`config.mk`:
```
export PLATFORM = sky130hd
export DESIGN_NAME = warp_issue_sched
export DESIGN_NICKNAME = d
export VERILOG_FILES = /design/src/rtl/sched_pkg.sv /design/src/rtl/oldest_pick.sv /design/src/rtl/sat_mode_ctrl.sv /design/src/rtl/warp_status.sv /design/src/rtl/warp_issue_sched.sv
export SDC_FILE = /design/constraint.sdc
export NUM_CORES = 1
export LEC_CHECK = 0
export BUFFER_PORTS_ARGS = -buffer_cell sky130_fd_sc_hd__buf_2
export CAP_MARGIN = 15
export CORE_MARGIN = 2
export CORE_UTILIZATION = 40
export CTS_BUF_LIST = sky130_fd_sc_hd__clkbuf_2
export DETAILED_ROUTE_END_ITERATION = 12
export PLACE_DENSITY = 0.82
export SETUP_SLACK_MARGIN = 0.05
export SLEW_MARGIN = 20
export SYNTH_ARGS = -nofsm -noshare
export SYNTH_HDL_FRONTEND = slang
export SYNTH_SLANG_ARGS = --single-unit
```
`constraint.sdc`:
```
create_clock -name clk -period 2.77 [get_ports clk]
set_input_delay 0.4155 -clock clk [delete_from_list [all_inputs] [get_ports clk]]
set_output_delay 0.4155 -clock clk [all_outputs]
set_load 0.02 [all_outputs]
```
`src/rtl/sched_pkg.sv`:
```
package sched_pkg;
  typedef enum logic {
    MODE_EQUAL  = 1'b0,
    MODE_MEMPRI = 1'b1
  } sched_mode_e;
endpackage

```
`src/rtl/oldest_pick.sv`:
```
module oldest_pick #(
  parameter int N  = 8,
  parameter int IW = (N > 1) ? $clog2(N) : 1
) (
  input  logic [N-1:0]  req,
  output logic          found,
  output logic [IW-1:0] idx
);
  // lowest index is the oldest warp
  always_comb begin
    found = 1'b0;
    idx   = '0;
    for (int i = N - 1; i >= 0; i--) begin
      if (req[i]) begin
        found = 1'b1;
        idx   = IW'(i);
      end
    end
  end
endmodule

```
`src/rtl/sat_mode_ctrl.sv`:
```
module sat_mode_ctrl
  import sched_pkg::*;
#(
  parameter int OCC_W   = 7,
  parameter int HI_MSHR = 56,
  parameter int LO_MSHR = 40,
  parameter int HI_MQ   = 28,
  parameter int LO_MQ   = 16
) (
  input  logic             clk,
  input  logic             rst,
  input  logic [OCC_W-1:0] mshr_used,
  input  logic [OCC_W-1:0] missq_used,
  output sched_mode_e      mode,
  output sched_mode_e      mode_nxt
);
  localparam logic [OCC_W-1:0] HI_M = OCC_W'(HI_MSHR);
  localparam logic [OCC_W-1:0] LO_M = OCC_W'(LO_MSHR);
  localparam logic [OCC_W-1:0] HI_Q = OCC_W'(HI_MQ);
  localparam logic [OCC_W-1:0] LO_Q = OCC_W'(LO_MQ);

  logic press_hi, relief_lo;

  assign press_hi  = (mshr_used >= HI_M) || (missq_used >= HI_Q);
  assign relief_lo = (mshr_used < LO_M) && (missq_used < LO_Q);

  always_comb begin
    mode_nxt = mode;
    if (mode == MODE_EQUAL && press_hi)       mode_nxt = MODE_MEMPRI;
    else if (mode == MODE_MEMPRI && relief_lo) mode_nxt = MODE_EQUAL;
  end

  always_ff @(posedge clk) begin
    if (rst) mode <= MODE_EQUAL;
    else     mode <= mode_nxt;
  end
endmodule

```
`src/rtl/warp_status.sv`:
```
module warp_status
  import sched_pkg::*;
#(
  parameter int N  = 8,
  parameter int IW = (N > 1) ? $clog2(N) : 1
) (
  input  sched_mode_e   mode,
  input  logic          own_vld,
  input  logic [IW-1:0] own_id,
  input  logic [N-1:0]  ready,
  input  logic [N-1:0]  is_mem,
  input  logic [N-1:0]  dep,
  output logic [N-1:0]  stall,
  output logic [N-1:0]  mem_list
);
  for (genvar w = 0; w < N; w++) begin : g_warp
    logic barred;
    assign barred      = (mode == MODE_MEMPRI) && is_mem[w] &&
                         !(own_vld && own_id == IW'(w));
    assign stall[w]    = !ready[w] || dep[w] || barred;
    assign mem_list[w] = ready[w] && is_mem[w] && !dep[w];
  end
endmodule

```
`src/rtl/warp_issue_sched.sv`:
```
module warp_issue_sched
  import sched_pkg::*;
#(
  parameter int NUM_WARPS = 8,
  parameter int OCC_W     = 7,
  parameter int HI_MSHR   = 56,
  parameter int LO_MSHR   = 40,
  parameter int HI_MQ     = 28,
  parameter int LO_MQ     = 16,
  localparam int WID_W    = (NUM_WARPS > 1) ? $clog2(NUM_WARPS) : 1
) (
  input  logic                 clk,
  input  logic                 rst,
  input  logic [NUM_WARPS-1:0] warp_ready,
  input  logic [NUM_WARPS-1:0] warp_is_mem,
  input  logic [NUM_WARPS-1:0] warp_dep_load,
  input  logic [OCC_W-1:0]     mshr_used,
  input  logic [OCC_W-1:0]     missq_used,
  output logic                 issue_valid,
  output logic [WID_W-1:0]     issue_warp,
  output logic                 sched_mem_mode,
  output logic                 owner_valid,
  output logic [WID_W-1:0]     owner_warp
);
  sched_mode_e          mode, mode_nxt;
  logic [NUM_WARPS-1:0] stall, mem_list;
  logic                 any_elig, mem_head_vld, hold_last;
  logic [WID_W-1:0]     oldest_elig, mem_head;

  sat_mode_ctrl #(
    .OCC_W(OCC_W), .HI_MSHR(HI_MSHR), .LO_MSHR(LO_MSHR),
    .HI_MQ(HI_MQ), .LO_MQ(LO_MQ)
  ) u_mode (
    .clk(clk), .rst(rst), .mshr_used(mshr_used), .missq_used(missq_used),
    .mode(mode), .mode_nxt(mode_nxt)
  );

  warp_status #(.N(NUM_WARPS), .IW(WID_W)) u_status (
    .mode(mode), .own_vld(owner_valid), .own_id(owner_warp),
    .ready(warp_ready), .is_mem(warp_is_mem), .dep(warp_dep_load),
    .stall(stall), .mem_list(mem_list)
  );

  oldest_pick #(.N(NUM_WARPS), .IW(WID_W)) u_pick_issue (
    .req(~stall), .found(any_elig), .idx(oldest_elig)
  );

  oldest_pick #(.N(NUM_WARPS), .IW(WID_W)) u_pick_owner (
    .req(mem_list), .found(mem_head_vld), .idx(mem_head)
  );

  assign hold_last      = issue_valid && !stall[issue_warp];
  assign sched_mem_mode = (mode == MODE_MEMPRI);

  always_ff @(posedge clk) begin
    if (rst) begin
      issue_valid <= 1'b0;
      issue_warp  <= '0;
      owner_valid <= 1'b0;
      owner_warp  <= '0;
    end else begin
      issue_valid <= hold_last || any_elig;
      if (!hold_last) issue_warp <= oldest_elig;

      if (mode_nxt == MODE_EQUAL) begin
        owner_valid <= 1'b0;
      end else if (!owner_valid || warp_dep_load[owner_warp]) begin
        owner_valid <= mem_head_vld;
        owner_warp  <= mem_head;
      end
    end
  end
endmodule

```
==> results.json, run 1 <==
{
  "report.final.slew_viol_count": 0,
  "leakagePower_uw": 0.000513,
  "hold_viol_final": 0,
  "start_util": 0.433,
  "dpl.hpwl_microns": 2210,
  "overflow": 0,
  "holdPathStages": 2,
  "reg2reg_setup_slack_ps": 740,
  "die-area_sq_um": 2850,
  "synth_cell_types": 50,
  "worst_path_dominant_cell_family": "simple AND/OR/NAND/NOR gates",
  "reg2reg_to": "issue_warp[1]$_SDFFE_PP0N_",
  "cts_num_sinks": 9,
  "nNetsFinal": 203,
  "path_max_fanout": 13,
  "worst_clock_skew_ps": 6.60,
  "post_drt_via_cell_ratio": 6.05,
  "pwr-share-comb": 0.376,
  "antenna_cells": 0,
  "period_needed_ps": 2030,
  "vias": 1150,
  "slowest_stage": "dfxtp_1",
  "crit_type": "reg -> reg",
  "antenna_found_initial": 0,
  "ant_nets": 0,
  "p_sw_frac": 0.382,
  "grt_pass1_vias": 1117,
  "grt_pass1_wl_microns": 4490,
  "whs_endpoint": "issue_warp[2]$_SDFFE_PP0N_",
  "holdWs_ps": 447,
  "rsz0062_at_grt": "no",
  "synth_edf_count": 0,
  "num_rows": 17,
  "cap_violations": 0,
  "wl_microns": 2780,
  "pwr_density_cell_nw_per_um2": 337,
  "synth_seq_cells": 9,
  "cp.required_ps": 2930,
  "die_w_microns": 53.4,
  "clk_latency_ps": 250,
  "drc": 0,
  "synth_warnings": 0,
  "cts_root_buf": "clkbuf_2",
  "hold_path.class": "in -> reg",
  "place_congestion": 0.867,
  "io_buffer_count": 43,
  "drive_gt1_frac": 0.352,
  "track_usage": 0.214,
  "cts.repair.resized": 0,
  "max_freq_ghz": 0.494,
  "syn-num-nets": 160,
  "placed_cells": 186,
  "fill_cells": 217,
  "end_kind": "flop",
  "drt_iter0_drc": 39,
  "syn_avg_cell_area_sq_um": 8.14,
  "clock_path_buffers": 2,
  "synthFlopType": "dfxtp_1",
  "synth_area_sq_um": 977,
  "synthCells": 120,
  "cts_tree": "built",
  "die_y_microns": 53.4,
  "cts.htree.levels": 1,
  "slew_headroom": 0.686,
  "seq_area_frac_synth": 0.184,
  "status": "finished, final reports clean",
  "reg2reg_depth": 5,
  "pwr-share-seq": 0.421,
  "fin_tns_setup_ps": 0,
  "r2r_start": "u_mode.mode$_SDFF_PP0_",
  "min_from": "rst",
  "post_cts_buffers": 0,
  "p_clk_frac": 0.204,
  "slowest_delay_ps": 610,
  "tightestPinTransition_ps": 459,
  "p_int_uw": 251,
  "async_flop_share": 0,
  "post-route-period-util": 0.731,
  "cts_made_buffers": 3,
  "setup_viol": 0,
  "worstSetupStartpointType": "flop",
  "clkTransAtPathRegs_ps": 90,
  "core_sq_um": 2250,
  "critPathArrivalTime_ps": 2190,
  "peakVddDrop_mv": 0.216,
  "cts_hold_buf": 0,
  "cp_cell_sequence": "nand2_1 -> o21ai_2 -> o22ai_2 -> or4_4 -> o41ai_2",
  "io_pins": 49,
  "wl_per_cell_microns": 14.6,
  "crit_buf_inv": 0,
  "stdcell_count": 190,
  "synthToLayoutAreaGrowth_pct": 23.4,
  "grt_start_max_net_pins": 14,
  "p_sw_uw": 155,
  "drt_pre_antenna_iters": 4
}
-- per-stage QoR --
step,power [uW],utilization,instance area [sq um],setup slack (ps)
finish,407,0.535,1210,744
global route,436,0.535,1210,634
CTS,409,0.535,1210,761
detailed placement,324,0.526,1190,763
global placement,320,0.526,1190,818
floorplan,270,-,977,847
-- per-layer routing --
layer | global-route usage | vias to the layer above | share of wire
met3 | 0.0198 | 4 | 0.074
li1 | - | 562 | -
met4 | 0.0940 | 0 | 0.012
met2 | 0.391 | 62 | 0.49
met1 | 0.247 | 522 | 0.42
met5 | 0 | - | 0
-- layout by cell type (no fill, tap or decap), types with 3 or more instances in the layout --
cell type / instances
nand2_1: 17
buf_2: 43
nand2b_1: 3
nor2_1: 5
o211ai_1: 4
clkbuf_2: 4
a21oi_1: 4
inv_1: 4
nand3b_1: 5
o21ai_0: 10
dfxtp_1: 9
nor2b_1: 8
nand4_1: 3
-- worst max path at each step --
stage                                     startpoint                          to  slack (ps)  cells past startpoint
after floorplan           owner_warp[1]$_SDFFE_PP0P_  issue_warp[1]$_SDFFE_PP0N_         850                      6
after global placement        u_mode.mode$_SDFF_PP0_  issue_warp[1]$_SDFFE_PP0N_         820                      5
after detailed placement      u_mode.mode$_SDFF_PP0_  issue_warp[1]$_SDFFE_PP0N_         760                      5
after CTS                     u_mode.mode$_SDFF_PP0_  issue_warp[1]$_SDFFE_PP0N_         760                      5
after global routing          u_mode.mode$_SDFF_PP0_  issue_warp[1]$_SDFFE_PP0N_         630                      5
final                         u_mode.mode$_SDFF_PP0_  issue_warp[1]$_SDFFE_PP0N_         740                      5
-- cell usage after synthesis, drive strengths merged (2+ instances only) --
cell type / number / area (sq um)
o41ai: 3 / 33.8
a2111oi: 2 / 23.8
nand2: 17 / 63.8
a31oi: 2 / 12.5
inv: 4 / 15.0
a21oi: 5 / 28.8
nor2b: 8 / 50.1
a311o: 2 / 21.3
dfxtp: 9 / 180
mux4: 2 / 52.6
o211ai: 6 / 55.1
nand3: 2 / 10.0
nand3b: 5 / 37.5
o21ai: 11 / 58.8
and4b: 2 / 21.3
nor2: 5 / 18.8
nand4b: 2 / 17.5
buf: 4 / 37.5
nand4: 3 / 18.8
nand2b: 3 / 18.8
a32oi: 2 / 17.5
-- power groups by stage --
stage / sequential, uW / combinational [uW] / clock, uW
6_report: 171 / 153 / 82.8
5_1_grt: 174 / 167 / 94.9
4_1_cts: 170 / 152 / 87.2
3_5_place_dp: 173 / 151 / 0
3_3_place_gp: 172 / 148 / 0
2_1_floorplan: 173 / 96.8 / 0
-- kinds of logic after synthesis --
group,count (synthesis),share of synthesized area
AOI/OAI and AO/OA,42,0.337
adders and majority gates,1,0.0102
buffers and inverters,9,0.0576
DFF,9,0.184
muxes,3,0.0640
and+or+nand+nor,56,0.347
-- sequential cells by signal (all words and copies together) (netlist names) --
register	cells
issue_warp	3
u_mode.mode	1
issue_valid	1
owner_warp	3
owner_valid	1
-- worst reg2reg max path: cells and delay by family, from the launching register on --
family             cells  cell delay [ps]
AOI/OAI and AO/OA      3              660
DFF                    1              610
and+or+nand+nor        2              690
-- final cells by class --
class	instances	area (sq um)	area share
inverters	4	15.0	0.0124
clock buffers	4	20.0	0.0166
flip-flops and latches	9	180	0.149
multi-input cells	102	741	0.614
repair buffers	43	215	0.178
well taps	28	35.0	0.0290
No activity file was read; power rests on OpenSTA's default activity.
==> run 2: changes to the inputs <==
--- a/config.mk
+++ b/config.mk
@@ -5,13 +5,14 @@
 export SDC_FILE = /design/constraint.sdc
 export NUM_CORES = 1
 export LEC_CHECK = 0
+export ABC_AREA = 1
 export BUFFER_PORTS_ARGS = -buffer_cell sky130_fd_sc_hd__buf_2
 export CAP_MARGIN = 15
 export CORE_MARGIN = 2
 export CORE_UTILIZATION = 40
 export CTS_BUF_LIST = sky130_fd_sc_hd__clkbuf_2
 export DETAILED_ROUTE_END_ITERATION = 12
-export PLACE_DENSITY = 0.82
+export PLACE_DENSITY = 0.83
 export SETUP_SLACK_MARGIN = 0.05
 export SLEW_MARGIN = 20
 export SYNTH_ARGS = -nofsm -noshare
==> constraint.sdc (replaced) <==
create_clock -name clk -period 2.1 [get_ports clk]
set_input_delay 0.315 -clock clk [delete_from_list [all_inputs] [get_ports clk]]
set_output_delay 0.315 -clock clk [all_outputs]
set_load 0.02 [all_outputs]
==> results.json, run 2 <==
{
  "vias": 1192,
  "yosysMostFrequentCell": "nand2_1",
  "max_freq_ghz": 0.653,
  "track_usage": 0.210,
  "syn-num-nets": 214,
  "io_pins": 49,
  "dpl_cell_area_sq_um": 1170,
  "hold_path.class": "in -> reg",
  "syn_avg_cell_area_sq_um": 5.35,
  "critPathArrivalTime_ps": 1700,
  "wl_per_cell_microns": 9.98,
  "path_max_fanout": 11,
  "peakVddDrop_mv": 0.335,
  "synth_warnings": 0,
  "place_congestion": 0.964,
  "slew_headroom": 0.717,
  "ant_nets": 0,
  "stdcell_count": 248,
  "die-area_sq_um": 2730,
  "final_common_cell": "nand2_1",
  "fin_area_sq_um": 1190,
  "grt_pass1_wl_microns": 4240,
  "drt_pre_antenna_iters": 4,
  "overflow": 0,
  "die_w_microns": 52.2,
  "worst_clock_skew_ps": 2.38,
  "tightestPinTransition_ps": 424,
  "drt_iter0_drc": 37,
  "largestRegisters": "issue_warp x3, owner_warp x3",
  "fin_tns_setup_ps": 0,
  "cts.htree.levels": 1,
  "num_rows": 17,
  "synthFlopType": "dfxtp_1",
  "clkTransAtPathRegs_ps": 100,
  "cts_made_buffers": 3,
  "async_flop_share": 0,
  "cts_root_buf": "clkbuf_2",
  "synth_cell_types": 23,
  "cts_tree": "built",
  "setup_viol": 0,
  "worstSetupStartpointType": "flop",
  "cts_hold_buf": 0,
  "total_power_uw": 621,
  "rsz0062_at_grt": "no",
  "cts.repair.resized": 0,
  "hold_viol_final": 0,
  "end_kind": "flop",
  "clk_latency_ps": 260,
  "clock_path_buffers": 2,
  "final_cell_mix": "nand2_1, buf_2, inv_1, nor2_1, nand3_1",
  "synthCells": 174,
  "fin_util": 0.540,
  "antenna_found_initial": 0,
  "crit_type": "reg -> reg",
  "synth_commonest_cells": "nand2_1, inv_1, nor2_1",
  "leakagePower_uw": 0.000703,
  "nNetsFinal": 261,
  "die_y_microns": 52.2,
  "antenna_cells": 0,
  "grt_start_max_net_pins": 12,
  "dpl.hpwl_microns": 2050,
  "period_needed_ps": 1530,
  "pwr_density_cell_nw_per_um2": 521,
  "cts_num_sinks": 9,
  "report.final.slew_viol_count": 0,
  "post_drt_via_cell_ratio": 4.81,
  "start_util": 0.421,
  "post_cts_buffers": 0,
  "seq_area_frac_synth": 0.194,
  "drc": 0,
  "status": "finished, final reports clean",
  "io_buffer_count": 43,
  "wl_microns": 2480,
  "synthToLayoutAreaGrowth_pct": 28.2,
  "grt_pass1_vias": 1073,
  "synth_area_sq_um": 931,
  "core_sq_um": 2210,
  "placed_cells": 244,
  "drive_gt1_frac": 0.282,
  "synth_top_area_frac": 0.262,
  "synth.largest_area_cell": "nand2_1",
  "synth_seq_cells": 9,
  "cp.required_ps": 2270,
  "synth_area_leaders": "nand2_1, dfxtp_1, inv_1",
  "synth_edf_count": 0,
  "cap_violations": 0,
  "post-route-period-util": 0.730
}
run 2: kinds of logic after synthesis:
logic type | after synthesis | share of synthesized area
simple gates | 120 | 0.586
flops | 9 | 0.194
buf+inv | 28 | 0.117
compound gates | 17 | 0.104
run 2: per-stage QoR:
stage / worst slack, ps / hold slack, ps
2_1_floorplan: 610 / 384
3_3_place_gp: 590 / 524
3_5_place_dp: 562 / 525
4_1_cts: 544 / 288
5_1_grt: 348 / 284
6_report: 568 / 289
run 2: final cells by class:
| cell class | count | area [sq um] |
|---|---|---|
| Fill cell | 259 | 1020 |
| Multi-Input combinational cell | 137 | 642 |
| Timing Repair Buffer | 43 | 215 |
| Sequential cell | 9 | 180 |
| Inverter | 27 | 101 |
| Tap cell | 28 | 35.0 |
| Clock buffer | 4 | 20.0 |
run 2: final timing paths:
path / from / end / slack [ps] / cells past startpoint
worst max-delay path: u_mode.mode$_SDFF_PP0_ / issue_warp[0]$_SDFFE_PP0N_ / 570 / 11
worst min-delay path: rst / issue_warp[2]$_SDFFE_PP0N_ / 290 / 2
worst max register to register: u_mode.mode$_SDFF_PP0_ / issue_warp[0]$_SDFFE_PP0N_ / 570 / 11
worst min register to register: issue_valid$_SDFF_PP0_ / issue_warp[2]$_SDFFE_PP0N_ / 540 / 2
run 2: worst max-delay path, stage by stage, from the launching register on:
cell,delay [ps]
dfxtp_1,590
nand2_1,90
nor2_1,170
nor2_1,70
nand2_1,70
nand3_2,60
nand2_2,90
nand2_4,50
nand3_4,100
nand2_1,60
nand2_1,60
nor2_2,30
run 2: power breakdown:
part	switching (uW)	leakage, uW	internal, uW	total [uW]
clock	68.2	0.0000166	50.6	119
sequential	33.1	0.0000748	191	225
combinational	172	0.000611	106	278
run 2: layer usage:
metal	wire, microns	GRT usage
met5	0	0
met4	63	0.111
met3	196	0.0343
met2	1070	0.327
met1	1140	0.276
